File: config.mk
export PLATFORM = sky130hd
export DESIGN_NAME = alert_i2c_target
export DESIGN_NICKNAME = d
export VERILOG_FILES = /design/src/rtl/i2c_tgt_pkg.sv /design/src/rtl/i2c_bus_sense.sv /design/src/rtl/pair_snapshot.sv /design/src/rtl/alert_arm.sv /design/src/rtl/alert_i2c_target.sv
export SDC_FILE = /design/constraint.sdc
export NUM_CORES = 1
export LEC_CHECK = 0
export CAP_MARGIN = 15
export CORE_ASPECT_RATIO = 0.75
export CORE_MARGIN = 5
export CORE_UTILIZATION = 60
export DETAILED_ROUTE_END_ITERATION = 8
export DONT_BUFFER_PORTS = 1
export HOLD_SLACK_MARGIN = 0.15
export PLACE_DENSITY = 0.85
export SYNTH_ARGS = -nofsm -noshare
export SYNTH_HDL_FRONTEND = slang
export SYNTH_SLANG_ARGS = --single-unit
File: constraint.sdc
create_clock -name clk -period 2.48 [get_ports clk]
set_clock_uncertainty 0.1 [all_clocks]
set_input_delay 0.496 -clock clk [delete_from_list [all_inputs] [get_ports clk]]
set_output_delay 0.496 -clock clk [all_outputs]
set_load 0.02 [all_outputs]
File: src/rtl/i2c_tgt_pkg.sv
package i2c_tgt_pkg;
    typedef enum logic [2:0] {
        S_IDLE, S_ADDR, S_CMD, S_WDATA, S_ACK, S_TX, S_MACK
    } tgt_state_e;

    localparam logic [6:0] ALERT_RESP_ADDR = 7'b0001100;
endpackage

File: src/rtl/i2c_bus_sense.sv
module i2c_bus_sense (
    input  logic clk,
    input  logic rst_n,
    input  logic scl_i,
    input  logic sda_i,
    output logic scl_s,
    output logic sda_s,
    output logic scl_rise,
    output logic scl_fall,
    output logic bus_start,
    output logic bus_stop
);
    typedef struct packed {
        logic scl_m; logic scl_s; logic scl_p;
        logic sda_m; logic sda_s; logic sda_p;
    } sense_t;

    sense_t s_d, s_q;

    always_comb begin
        s_d.scl_m = scl_i;
        s_d.scl_s = s_q.scl_m;
        s_d.scl_p = s_q.scl_s;
        s_d.sda_m = sda_i;
        s_d.sda_s = s_q.sda_m;
        s_d.sda_p = s_q.sda_s;
    end

    always_ff @(posedge clk or negedge rst_n) begin
        if (!rst_n) s_q <= '1;
        else        s_q <= s_d;
    end

    assign scl_s     = s_q.scl_s;
    assign sda_s     = s_q.sda_s;
    assign scl_rise  = s_q.scl_s & ~s_q.scl_p;
    assign scl_fall  = ~s_q.scl_s & s_q.scl_p;
    assign bus_start = s_q.scl_s & s_q.scl_p & s_q.sda_p & ~s_q.sda_s;
    assign bus_stop  = s_q.scl_s & s_q.scl_p & ~s_q.sda_p & s_q.sda_s;
endmodule

File: src/rtl/pair_snapshot.sv
module pair_snapshot (
    input  logic        clk,
    input  logic        rst_n,
    input  logic        odd_sel,
    input  logic [15:0] pair_i,
    input  logic        fetch,
    input  logic        flush,
    output logic [7:0]  byte_o
);
    typedef struct packed { logic vld; logic [7:0] low; } snap_t;
    snap_t p_d, p_q;

    always_comb begin
        p_d = p_q;
        if (flush) begin
            p_d.vld = 1'b0;
        end else if (fetch) begin
            p_d.vld = ~odd_sel;
            if (!odd_sel) p_d.low = pair_i[7:0];
        end
    end

    always_ff @(posedge clk or negedge rst_n) begin
        if (!rst_n) p_q <= '0;
        else        p_q <= p_d;
    end

    assign byte_o = !odd_sel ? pair_i[15:8] : (p_q.vld ? p_q.low : pair_i[7:0]);

    assert_snap_used_R10: assert property (@(posedge clk) disable iff (!rst_n)
        (p_q.vld && odd_sel) |-> (byte_o == p_q.low));
endmodule

File: src/rtl/alert_arm.sv
module alert_arm (
    input  logic clk,
    input  logic rst_n,
    input  logic alert_i,
    input  logic served,
    output logic armed
);
    logic served_d, served_q;

    always_comb begin
        served_d = served_q;
        if (!alert_i)    served_d = 1'b0;
        else if (served) served_d = 1'b1;
    end

    always_ff @(posedge clk or negedge rst_n) begin
        if (!rst_n) served_q <= 1'b0;
        else        served_q <= served_d;
    end

    assign armed = alert_i & ~served_q;

    assert_served_blocks_R9: assert property (@(posedge clk) disable iff (!rst_n)
        $past(served) |-> !armed);
endmodule

File: src/rtl/alert_i2c_target.sv
module alert_i2c_target
    import i2c_tgt_pkg::*;
#(
    parameter int unsigned AW = 8,
    parameter logic [6:0]  DEV_ADDR = 7'b1100100
) (
    input  logic          clk,
    input  logic          rst_n,
    input  logic          scl_i,
    input  logic          sda_i,
    output logic          sda_pull_o,
    output logic [AW-1:0] reg_addr_o,
    output logic          reg_wr_o,
    output logic [7:0]    reg_wdata_o,
    input  logic [15:0]   reg_pair_rdata_i,
    input  logic          alert_i,
    output logic          alert_clr_o
);
    localparam logic [7:0] ALERT_REPLY = {DEV_ADDR, 1'b1};

    typedef struct packed {
        tgt_state_e    state;
        tgt_state_e    after;
        logic [3:0]    cnt;
        logic [7:0]    sh;
        logic [7:0]    tx;
        logic          pull;
        logic          ara;
        logic          mack;
        logic [AW-1:0] ptr;
        logic          wr;
        logic [7:0]    wdata;
        logic          clr;
    } tgt_regs_t;

    tgt_regs_t r_d, r_q;

    logic scl_s, sda_s, scl_rise, scl_fall, bus_start, bus_stop;
    logic armed, fetch;
    logic [7:0] rd_byte;

    i2c_bus_sense u_sense (
        .clk(clk), .rst_n(rst_n), .scl_i(scl_i), .sda_i(sda_i),
        .scl_s(scl_s), .sda_s(sda_s), .scl_rise(scl_rise), .scl_fall(scl_fall),
        .bus_start(bus_start), .bus_stop(bus_stop)
    );

    pair_snapshot u_snap (
        .clk(clk), .rst_n(rst_n), .odd_sel(r_q.ptr[0]), .pair_i(reg_pair_rdata_i),
        .fetch(fetch), .flush(bus_start | bus_stop), .byte_o(rd_byte)
    );

    alert_arm u_arm (
        .clk(clk), .rst_n(rst_n), .alert_i(alert_i), .served(r_q.clr), .armed(armed)
    );

    always_comb begin
        r_d       = r_q;
        r_d.wr    = 1'b0;
        r_d.clr   = 1'b0;
        fetch     = 1'b0;
        if (r_q.wr) r_d.ptr = r_q.ptr + AW'(1);

        if (bus_start) begin
            r_d.state = S_ADDR;
            r_d.cnt   = '0;
            r_d.pull  = 1'b0;
            r_d.ara   = 1'b0;
        end else if (bus_stop) begin
            r_d.state = S_IDLE;
            r_d.pull  = 1'b0;
        end else begin
            case (r_q.state)
                S_ADDR, S_CMD, S_WDATA: begin
                    if (scl_rise) begin
                        r_d.sh  = {r_q.sh[6:0], sda_s};
                        r_d.cnt = r_q.cnt + 4'd1;
                    end else if (scl_fall && r_q.cnt == 4'd8) begin
                        r_d.cnt   = '0;
                        r_d.pull  = 1'b1;
                        r_d.state = S_ACK;
                        if (r_q.state == S_ADDR) begin
                            if (r_q.sh[7:1] == DEV_ADDR) begin
                                r_d.after = r_q.sh[0] ? S_TX : S_CMD;
                            end else if (r_q.sh == {ALERT_RESP_ADDR, 1'b1} && armed) begin
                                r_d.after = S_TX;
                                r_d.ara   = 1'b1;
                            end else begin
                                r_d.pull  = 1'b0;
                                r_d.state = S_IDLE;
                            end
                        end else if (r_q.state == S_CMD) begin
                            r_d.ptr   = r_q.sh[AW-1:0];
                            r_d.after = S_WDATA;
                        end else begin
                            r_d.wr    = 1'b1;
                            r_d.wdata = r_q.sh;
                            r_d.after = S_WDATA;
                        end
                    end
                end
                S_ACK: begin
                    if (scl_fall) begin
                        r_d.state = r_q.after;
                        r_d.cnt   = '0;
                        if (r_q.after == S_TX) begin
                            r_d.tx   = r_q.ara ? ALERT_REPLY : rd_byte;
                            fetch    = ~r_q.ara;
                            r_d.pull = r_q.ara ? ~ALERT_REPLY[7] : ~rd_byte[7];
                        end else begin
                            r_d.pull = 1'b0;
                        end
                    end
                end
                S_TX: begin
                    if (scl_rise) begin
                        r_d.cnt = r_q.cnt + 4'd1;
                        if (r_q.ara && !r_q.pull && !sda_s) begin
                            r_d.state = S_IDLE;
                            r_d.pull  = 1'b0;
                        end else if (r_q.ara && r_q.cnt == 4'd7) begin
                            r_d.clr = 1'b1;
                        end
                    end else if (scl_fall) begin
                        if (r_q.cnt == 4'd8) begin
                            r_d.pull  = 1'b0;
                            r_d.state = S_MACK;
                        end else begin
                            r_d.pull = ~r_q.tx[3'd7 - r_q.cnt[2:0]];
                        end
                    end
                end
                S_MACK: begin
                    if (scl_rise) begin
                        r_d.mack = ~sda_s;
                        if (!sda_s && !r_q.ara) r_d.ptr = r_q.ptr + AW'(1);
                    end else if (scl_fall) begin
                        if (r_q.mack && !r_q.ara) begin
                            r_d.state = S_TX;
                            r_d.cnt   = '0;
                            r_d.tx    = rd_byte;
                            fetch     = 1'b1;
                            r_d.pull  = ~rd_byte[7];
                        end else begin
                            r_d.state = S_IDLE;
                        end
                    end
                end
                default: ;
            endcase
        end
    end

    always_ff @(posedge clk or negedge rst_n) begin
        if (!rst_n) r_q <= '0;
        else        r_q <= r_d;
    end

    assign sda_pull_o  = r_q.pull;
    assign reg_addr_o  = r_q.ptr;
    assign reg_wr_o    = r_q.wr;
    assign reg_wdata_o = r_q.wdata;
    assign alert_clr_o = r_q.clr;

    assert_pull_low_scl_R5: assert property (@(posedge clk) disable iff (!rst_n)
        $rose(sda_pull_o) |-> !scl_s);
    assert_write_advances_R2: assert property (@(posedge clk) disable iff (!rst_n)
        reg_wr_o |=> (reg_addr_o == AW'($past(reg_addr_o) + AW'(1))));
    assert_clear_single_R7: assert property (@(posedge clk) disable iff (!rst_n)
        alert_clr_o |=> !alert_clr_o);
    assert_ara_needs_arm_R6: assert property (@(posedge clk) disable iff (!rst_n)
        ($rose(r_q.state == S_ACK) && r_q.ara) |-> $past(armed));
endmodule

---- After elaboration in Yosys (flattened, before gate mapping) ----
Cells that the tools add are included.
operators by class
  add/sub/neg operators ................... 3
  order comparisons ....................... 1
  equality and inequality tests ........... 36
  mux-type cells .......................... 88
  bitwise logic cells ..................... 24
  reduce and logical (&&, ||, !) cells .... 29
operators with widths
  cell                                                            number
  8-bit 2-to-1 mux                                                10
  9-bit 2-to-1 mux                                                8
  17-bit 2-to-1 mux                                               3
  3-bit 2-to-1 mux                                                17
  20-bit 2-to-1 mux                                               2
  8-bit case mux with 2 select lines                              2
  4-bit 2-to-1 mux                                                7
  4-bit inequality test (second input constant)                   7
  1-bit 2-to-1 mux                                                26
  18-bit 2-to-1 mux                                               1
  9-bit AND reduction                                             2
  4-bit case mux with 4 select lines                              1
  8-bit AND reduction                                             2
  3-bit inequality test (second input constant)                   5
  5-bit inequality test (second input constant)                   3
  1-bit inverter                                                  15
  2-bit inequality test (second input constant)                   7
  7-bit AND reduction                                             2
  3-bit equality test (second input constant)                     4
  3-bit case mux with 4 select lines                              1
  2-bit nonzero test                                              6
  10-bit 2-to-1 mux                                               1
  2-bit 2-to-1 mux                                                5
  8-bit by 1-bit adder with 8-bit output (second input constant)  1
  25 further kinds                                                43
word-level totals
  register bits after elaboration ......... 63
  output and inout port bits .............. 19
  logic and storage cells ................. 202

---- Depth between registers and ports, before layout ----
Gate-level depths: netlist (run 1).
  depth in word-level cells ............... 11
  gate-level depth with buffers ........... 8
  gate-level depth less buffers ........... 7

---- Cells and area by module ----
From an unflattened synthesis (run 1), not the netlist that was laid out.
unflattened totals
  cells, all modules ...................... 351
  area, all modules ....................... 3664.8 µm²
modules (own cells, without submodules)
  module            instances  cells an instance  area each (µm²)  seq. area each (µm²)
  alert_i2c_target  1          290                2914.0           1176.1
  pair_snapshot     1          48                 521.8            225.2
  i2c_bus_sense     1          10                 190.2            157.7
  alert_arm         1          3                  38.8             25.0

---- Least setup slack after synthesis (run 1) ----
No wires, ideal clock.
  path kind ............................... flip-flop to flip-flop
  start point ............................. register u_sense.s_q[3] in the netlist's numbering
  end point ............................... register r_q[44] in the netlist's numbering
  setup time .............................. 0.125 ns
  arrival time ............................ 2.007 ns
  required time ........................... 2.255 ns
  slack ................................... 0.248 ns
  cell stages (with the launch flop) ...... 9
  path buffers ............................ 1
  clock period less this slack ............ 2.232 ns
  path through ............................ dfstp_2 > inv_1 > ha_1 > clkbuf_1 > and4bb_2 > o21ai_0 > a41o_1 > a21oi_1 > mux2_2
between the ends
  longest elaborated chain between the ends .. 6
RTL lines
  item                                                         line                     RTL
  from (decl)                                                  i2c_bus_sense.sv:18      sense_t s_d, s_q;
  from (signal assigned)                                       i2c_bus_sense.sv:30      if (!rst_n) s_q <= '1;
  from (signal assigned)                                       i2c_bus_sense.sv:31      else s_q <= s_d;
  branches (longest 6 deep; another with 9-bit AND reduction)  -
  to (signal assigned)                                         alert_i2c_target.sv:156  else r_q <= r_d;
  to (decl)                                                    alert_i2c_target.sv:36   tgt_regs_t r_d, r_q;
Parallel ways; which one is timed is not known.
A chain may end at the register's enable or synchronous reset.

---- Worst setup path in the final report (run 1) ----
  start point ............................. register u_sense.s_q[3] in the netlist's numbering
  end point ............................... register u_snap.p_q[2] in the netlist's numbering
between the ends
  longest elaborated chain between the ends .. 7
RTL lines
  item                                                          line                                          RTL
  1-bit bitwise AND / 1-bit inverter (equally long branches)    i2c_bus_sense.sv:37, i2c_bus_sense.sv:36
  1-bit 2-to-1 mux / 1-bit bitwise AND (equally long branches)  alert_i2c_target.sv:137, i2c_bus_sense.sv:36
  1-bit 2-to-1 mux                                              alert_i2c_target.sv:134                       if (scl_rise) begin
  1-bit case mux with 2 select lines                            alert_i2c_target.sv:73                        case (r_q.state)
  1-bit 2-to-1 mux                                              alert_i2c_target.sv:69                        end else if (bus_stop) begin
  1-bit 2-to-1 mux                                              alert_i2c_target.sv:64                        if (bus_start) begin
  3-bit AND reduction (no source line) (*)                      -
  to (signal assigned)                                          pair_snapshot.sv:25                           else p_q <= p_d;
  to (decl)                                                     pair_snapshot.sv:11                           snap_t p_d, p_q;
Every way passes the cells marked *; elsewhere a longest branch is shown, timed or not.

==> results of run 1 <==
-- per-stage QoR --
step                      worst slack [ns]  cells
after global routing                0.0399    476
after detailed placement             0.107    455
after global placement               0.180    455
final                                0.123    476
after CTS                           0.0940    476
after floorplan                      0.248    386
-- worst reg2reg max path: stages (launching register included) --
cell	delay, ns
dfstp_2	0.56
inv_1	0.05
ha_1	0.19
o22a_1	0.23
or4_1	0.74
mux2_4	0.39
-- flip-flops by register name, indices dropped and copies added (netlist names), 2 cells and up --
register	count
reg_addr_o	8
u_sense.s_q	2
r_q	28
u_snap.p_q	9
u_sense.s_d	2
reg_wdata_o	8
-- layout by cell type (no fill, tap or decap), types with 4 or more instances in the layout --
cell,synthesis,layout
a21oi_1,14,14
and2_1,5,5
and3_1,4,4
buf_4,16,22
clkbuf_8,0,10
dfrtp_1,57,57
dfstp_2,6,6
dlygate4sd3_1,0,4
ha_1,6,6
inv_1,9,9
mux2_2,21,21
mux2_4,8,8
mux2i_1,17,17
nand2_1,43,43
nand2b_1,4,4
nand3_1,15,15
nand3b_1,5,5
nand4_1,5,5
nor2_1,22,22
nor2b_1,5,5
nor3_1,6,6
o211ai_1,8,8
o21ai_0,18,17
o22a_1,4,4
o22ai_1,4,4
o31ai_1,7,7
xnor2_1,4,4
xor2_1,7,7
-- report_power, final --
part           internal, mW  switching [mW]
combinational         0.132           0.185
clock                 0.392           0.428
sequential             1.07          0.0674
total                  1.59           0.680
-- kinds of logic (layout without fill, tap and decap cells) --
group           Yosys count  after routing
compound gates           82             82
xor+xnor                 11             11
fa+ha+maj                 6              6
buf+inv                  43             52
flops                    63             63
mux                      48             48
simple gates            133            133
-- worst max path at each step --
stage                           endpoint                     start  depth (start not counted)  slack, ns
2_1_floorplan        r_q[44]$_DFFE_PN0P_  u_sense.s_q[3]$_DFF_PN1_                          8       0.25
3_3_place_gp   u_snap.p_q[5]$_DFFE_PN0P_  u_sense.s_q[3]$_DFF_PN1_                          5       0.18
3_5_place_dp         r_q[44]$_DFFE_PN0P_  u_sense.s_q[3]$_DFF_PN1_                          8       0.11
4_1_cts              r_q[44]$_DFFE_PN0P_  u_sense.s_q[3]$_DFF_PN1_                          8       0.09
5_1_grt        u_snap.p_q[2]$_DFFE_PN0P_       r_q[44]$_DFFE_PN0P_                          5       0.04
6_report       u_snap.p_q[2]$_DFFE_PN0P_  u_sense.s_q[3]$_DFF_PN1_                          5       0.12
-- per-layer routing --
metal / wire, microns / part of all wire / vias to the layer above
met5: 0 / 0 / -
met4: 189 / 0.020 / 0
met3: 926 / 0.10 / 26
met2: 4200 / 0.45 / 164
met1: 3970 / 0.43 / 1482
li1: - / - / 1399
-- area by class of cell --
| type | instances | area (sq um) |
|---|---|---|
| well taps | 81 | 101 |
| inverters | 9 | 33.8 |
| flip-flops and latches | 63 | 1580 |
| repair buffers | 27 | 233 |
| clock buffers | 10 | 138 |
| clock inverters | 6 | 45.0 |
| fillers | 456 | 2110 |
| multi-input cells | 280 | 2020 |
-- what timing repair did --
action,CTS,global route
hold buffers,5,0
endpoints found under the hold margin,66,0
setup endpoints to repair,0,1
gates resized for setup,0,1
==> impl_metrics.ini, run 1 <==
[run_status]
outcome = finished, final reports clean

[global_route]
grt_overflow = 0
met2_usage = 0.379
grt_max_degree = 64
antenna_found_initial = 0
grt_pass1_wl_mm = 15.7
busiest_layer = met2
gr-usage-met1 = 0.345
first_global_vias = 3099
grtUsageMet3 = 0.0790
grt_usage = 0.252

[floorplanning]
fp.dieW_microns = 102
rows = 25
die_y_microns = 79.3
initial_utilization = 0.614
dieArea_sq_mm = 0.00812
io_pins = 40
core_area_sq_mm = 0.00626

[layout]
fin_area_sq_mm = 0.00415
diodes = 0
fin_nets = 417
drive_gt1_frac = 0.213
areaGrowthSynthToFinish_pct = 7.98
utilization = 0.663

[logic_synthesis]
synth_edf_count = 0
yosysMostFrequentCell = dfrtp_1
synthSimpleGateAreaFrac = 0.185
synthFlopType = dfrtp_1
ys_seq_area_frac = 0.412
synth_area_leaders = dfrtp_1, mux2_2, mux2i_1
synth_fa_ha_area_frac = 0.0195
syn_area_sq_mm = 0.00384
async_flop_share = 1.00
synthMuxAreaShare = 0.149
synth.net_count = 413
yosys_register_bits = 63
synth_cells = 386
synth-xor-area-share = 0.0251
synth_common_cells = dfrtp_1, nand2_1, nor2_1
yosys.area.top_type_share = 0.371
yosys.area.top_type = dfrtp_1
syn_avg_cell_area_sq_um = 9.96
yosys.cell_types.count = 65
yosysWarningCount = 0
synth_top_family_by_area = simple AND/OR/NAND/NOR gates
synth_compound_area_frac = 0.146

[clock_tree]
cts_setup_buffers = 0
clock_latency_ns = 0.35
clkTransAtPathRegs_ns = 0.07
cts_root_buffer = clkbuf_8
cts_max_level = 3
cts_tree = built
clockBufferDepth = 2
cts_sinks = 63
numCtsBuffers = 9

[setup_path]
reg2reg_depth = 5
crit_type = flop to flop
reg2reg_slack_ns = 0.12
cp.arrival_ns = 2.49
critPathLaunchType = flop
path_cells = inv_1, ha_1, o22a_1, or4_1, mux2_4
critPathSlowestCell = or4_1
required_ns = 2.62
max_stage_delay_ns = 0.74
crit_path_end_kind = flop
critPathTopFamily = simple AND/OR/NAND/NOR gates
r2r_end = u_snap.p_q[2]$_DFFE_PN0P_
reg2reg_from = u_sense.s_q[3]$_DFF_PN1_
worst-path-buf-inv = 1
cp_max_fo = 9

[route]
postRouteAntennaNets = 0
dr.pass1.iters = 5
via_count = 3071
post_drt_wl_per_cell_microns = 19.5
post-route-drc-count = 0
wl_mm = 9.29
via_per_inst = 6.45
drt_first_iter_violations = 336

[placement]
place.gp.congestion = 0.961
port_buffers = 0
dp_hpwl_mm = 6.89
placed_cell_area_sq_mm = 0.00390

[sta]
slew_headroom = 0.543
rsz0062_at_grt = false
timing.fmax_mhz = 424
slew_violations = 0
holdWs_ns = 0.188
period_share = 0.951
tightest_slew_ns = 0.683
post-route-min-period_ns = 2.36
finalSetupViolCount = 0
fin_tns_setup_ns = 0
hold_viol_final = 0

[worst_hold_path]
min_from = reg_pair_rdata_i[3]
hold_depth = 1
holdPathEnd = u_snap.p_q[3]$_DFFE_PN0P_
hp-class = primary input to flop

[power]
total_power_mw = 2.27
power_density_mw_per_mm2 = 547
p_leak_nw = 1.89
ir_worst_vdd_uv = 445

[job]
maxCapViolations = 0
Power figures use the tool's default switching activity.
==> run 2: changes to the inputs <==
CAP_MARGIN = unset   (was 15)
GPL_TIMING_DRIVEN = 0   (was unset)
==> run 2 against run 1 <==
Non-clock buffer count increased by 18. Power increased by 0.30%. Count of clock-buffer cells in the layout increased by 3. Die area unchanged. Clock power decreased by 0.6%. Worst setup slack got worse by 0.024 ns. Maximum frequency decreased by 0.99%. Hold slack improved by 0.0036 ns. Largest power group unchanged. Sequential cell count unchanged. Register-to-register slack got worse by 0.02 ns.
==> impl_metrics.ini, run 2 (synthesized netlist as in run 1, its figures left out) <==
[run_status]
outcome = finished, final reports clean

[floorplanning]
rows = 25
die_y_microns = 79.3
core_area_sq_mm = 0.00626
fp.dieW_microns = 102
dieArea_sq_mm = 0.00812
initial_utilization = 0.614
io_pins = 40

[clock_tree]
cts_tree = built
cts_sinks = 63
clkTransAtPathRegs_ns = 0.07
cts_max_level = 3
clockBufferDepth = 2
cts_root_buffer = clkbuf_8
clock_latency_ns = 0.35
numCtsBuffers = 9

[placement]
dp_hpwl_mm = 6.78
placed_cell_area_sq_mm = 0.00395
port_buffers = 0
place.gp.congestion = 1.02

[setup_path]
reg2reg_slack_ns = 0.1
cp_max_fo = 10
r2r_end = r_q[44]$_DFFE_PN0P_
crit_type = flop to flop
required_ns = 2.61
reg2reg_depth = 8
cp.arrival_ns = 2.51
reg2reg_from = u_sense.s_q[3]$_DFF_PN1_
critPathLaunchType = flop
crit_path_end_kind = flop

[layout]
diodes = 0
drive_gt1_frac = 0.230
mostFrequentLayoutCell = dfrtp_1
layout_common_cells = dfrtp_1, nand2_1, buf_4, nor2_1, mux2_2
fin_nets = 435
areaGrowthSynthToFinish_pct = 10.9
fin_area_sq_mm = 0.00426
largest_register_ffs = 28
top_register = r_q
reg_top3 = r_q (28), u_snap.p_q (9)

[worst_hold_path]
min_from = reg_pair_rdata_i[7]
hold_depth = 1
hp-class = primary input to flop
holdPathEnd = u_snap.p_q[7]$_DFFE_PN0P_

[power]
ir_worst_vdd_uv = 414
p_leak_nw = 1.95
power_density_mw_per_mm2 = 534

[global_route]
antenna_found_initial = 0
grt_pass1_wl_mm = 15.6
first_global_vias = 3083
grt_usage = 0.251
grt_max_degree = 64
grt_overflow = 0

[route]
via_per_inst = 6.39
via_count = 3155
postRouteAntennaNets = 0
dr.pass1.iters = 5
post_drt_wl_per_cell_microns = 19.3
post-route-drc-count = 0
drt_first_iter_violations = 362
wl_mm = 9.52

[sta]
tightest_slew_ns = 0.632
finalSetupViolCount = 0
period_share = 0.960
post-route-min-period_ns = 2.38
slew_violations = 0
rsz0062_at_grt = true
hold_viol_final = 0
slew_headroom = 0.573
holdWs_ns = 0.191
timing.fmax_mhz = 420

[job]
maxCapViolations = 0
run 2: worst max-delay path by stage:
stage,to,cells past startpoint,slack (ns),from
2_1_floorplan,r_q[44]$_DFFE_PN0P_,8,0.25,u_sense.s_q[3]$_DFF_PN1_
3_3_place_gp,r_q[46]$_DFFE_PN0P_,7,-0.11,u_sense.scl_s$_DFF_PN1_
3_5_place_dp,reg_wdata_o[4]$_DFFE_PN0P_,8,-0.19,u_sense.s_q[3]$_DFF_PN1_
4_1_cts,r_q[44]$_DFFE_PN0P_,8,0.06,u_sense.s_q[3]$_DFF_PN1_
5_1_grt,r_q[23]$_DFFE_PN0P_,7,-0.04,u_sense.s_q[0]$_DFF_PN1_
6_report,r_q[44]$_DFFE_PN0P_,8,0.1,u_sense.s_q[3]$_DFF_PN1_
run 2: metrics by stage:
stage / total power, mW / util / cells / worst slack [ns] / setup TNS, ns
after detailed placement: 1.43 / 0.631 / 467 / -0.195 / -2.04
final: 2.28 / 0.681 / 494 / 0.0991 / 0
after floorplan: 1.35 / - / 386 / 0.248 / 0
after CTS: 2.28 / 0.678 / 493 / 0.0578 / 0
after global routing: 2.38 / 0.681 / 494 / -0.0410 / -0.0611
after global placement: 1.42 / 0.631 / 467 / -0.105 / -0.910
run 2: final cells by class:
| type | count | area, sq um |
|---|---|---|
| clock buffer | 13 | 159 |
| multi-input combinational | 280 | 2040 |
| fill | 499 | 1990 |
| timing repair buffer | 11 | 113 |
| tap | 81 | 101 |
| inverter | 9 | 33.8 |
| buffer | 34 | 211 |
| sequential | 63 | 1580 |
| clock inverter | 3 | 20.0 |
run 2: critical path, stage by stage (launching register included):
cell      delay [ns]
dfstp_2         0.54
inv_1           0.04
ha_1            0.19
buf_2           0.19
and4bb_2        0.33
o21ai_1         0.11
a41o_1          0.23
a21oi_1         0.14
mux2_2          0.37
run 2: metal layers:
layer / GRT usage / vias to the layer above / share of wire
met5: 0 / - / 0
met4: 0.0708 / 0 / 0.024
met3: 0.0755 / 28 / 0.10
met2: 0.357 / 163 / 0.44
met1: 0.371 / 1526 / 0.44
li1: - / 1438 / -
run 2: power breakdown:
group	switching [mW]	internal [mW]
sequential	0.0598	1.07
clock	0.399	0.416
combinational	0.201	0.134
total	0.659	1.62
run 2: what timing repair did:
item | 4_1_cts | 5_1_grt
hold buffers | 4 | 1
endpoints found under the setup margin | 20 | 7
endpoints found under the hold margin | 65 | 1
setup buffers | 6 | 0
resized for setup | 5 | 5
pin swaps | 1 | 0
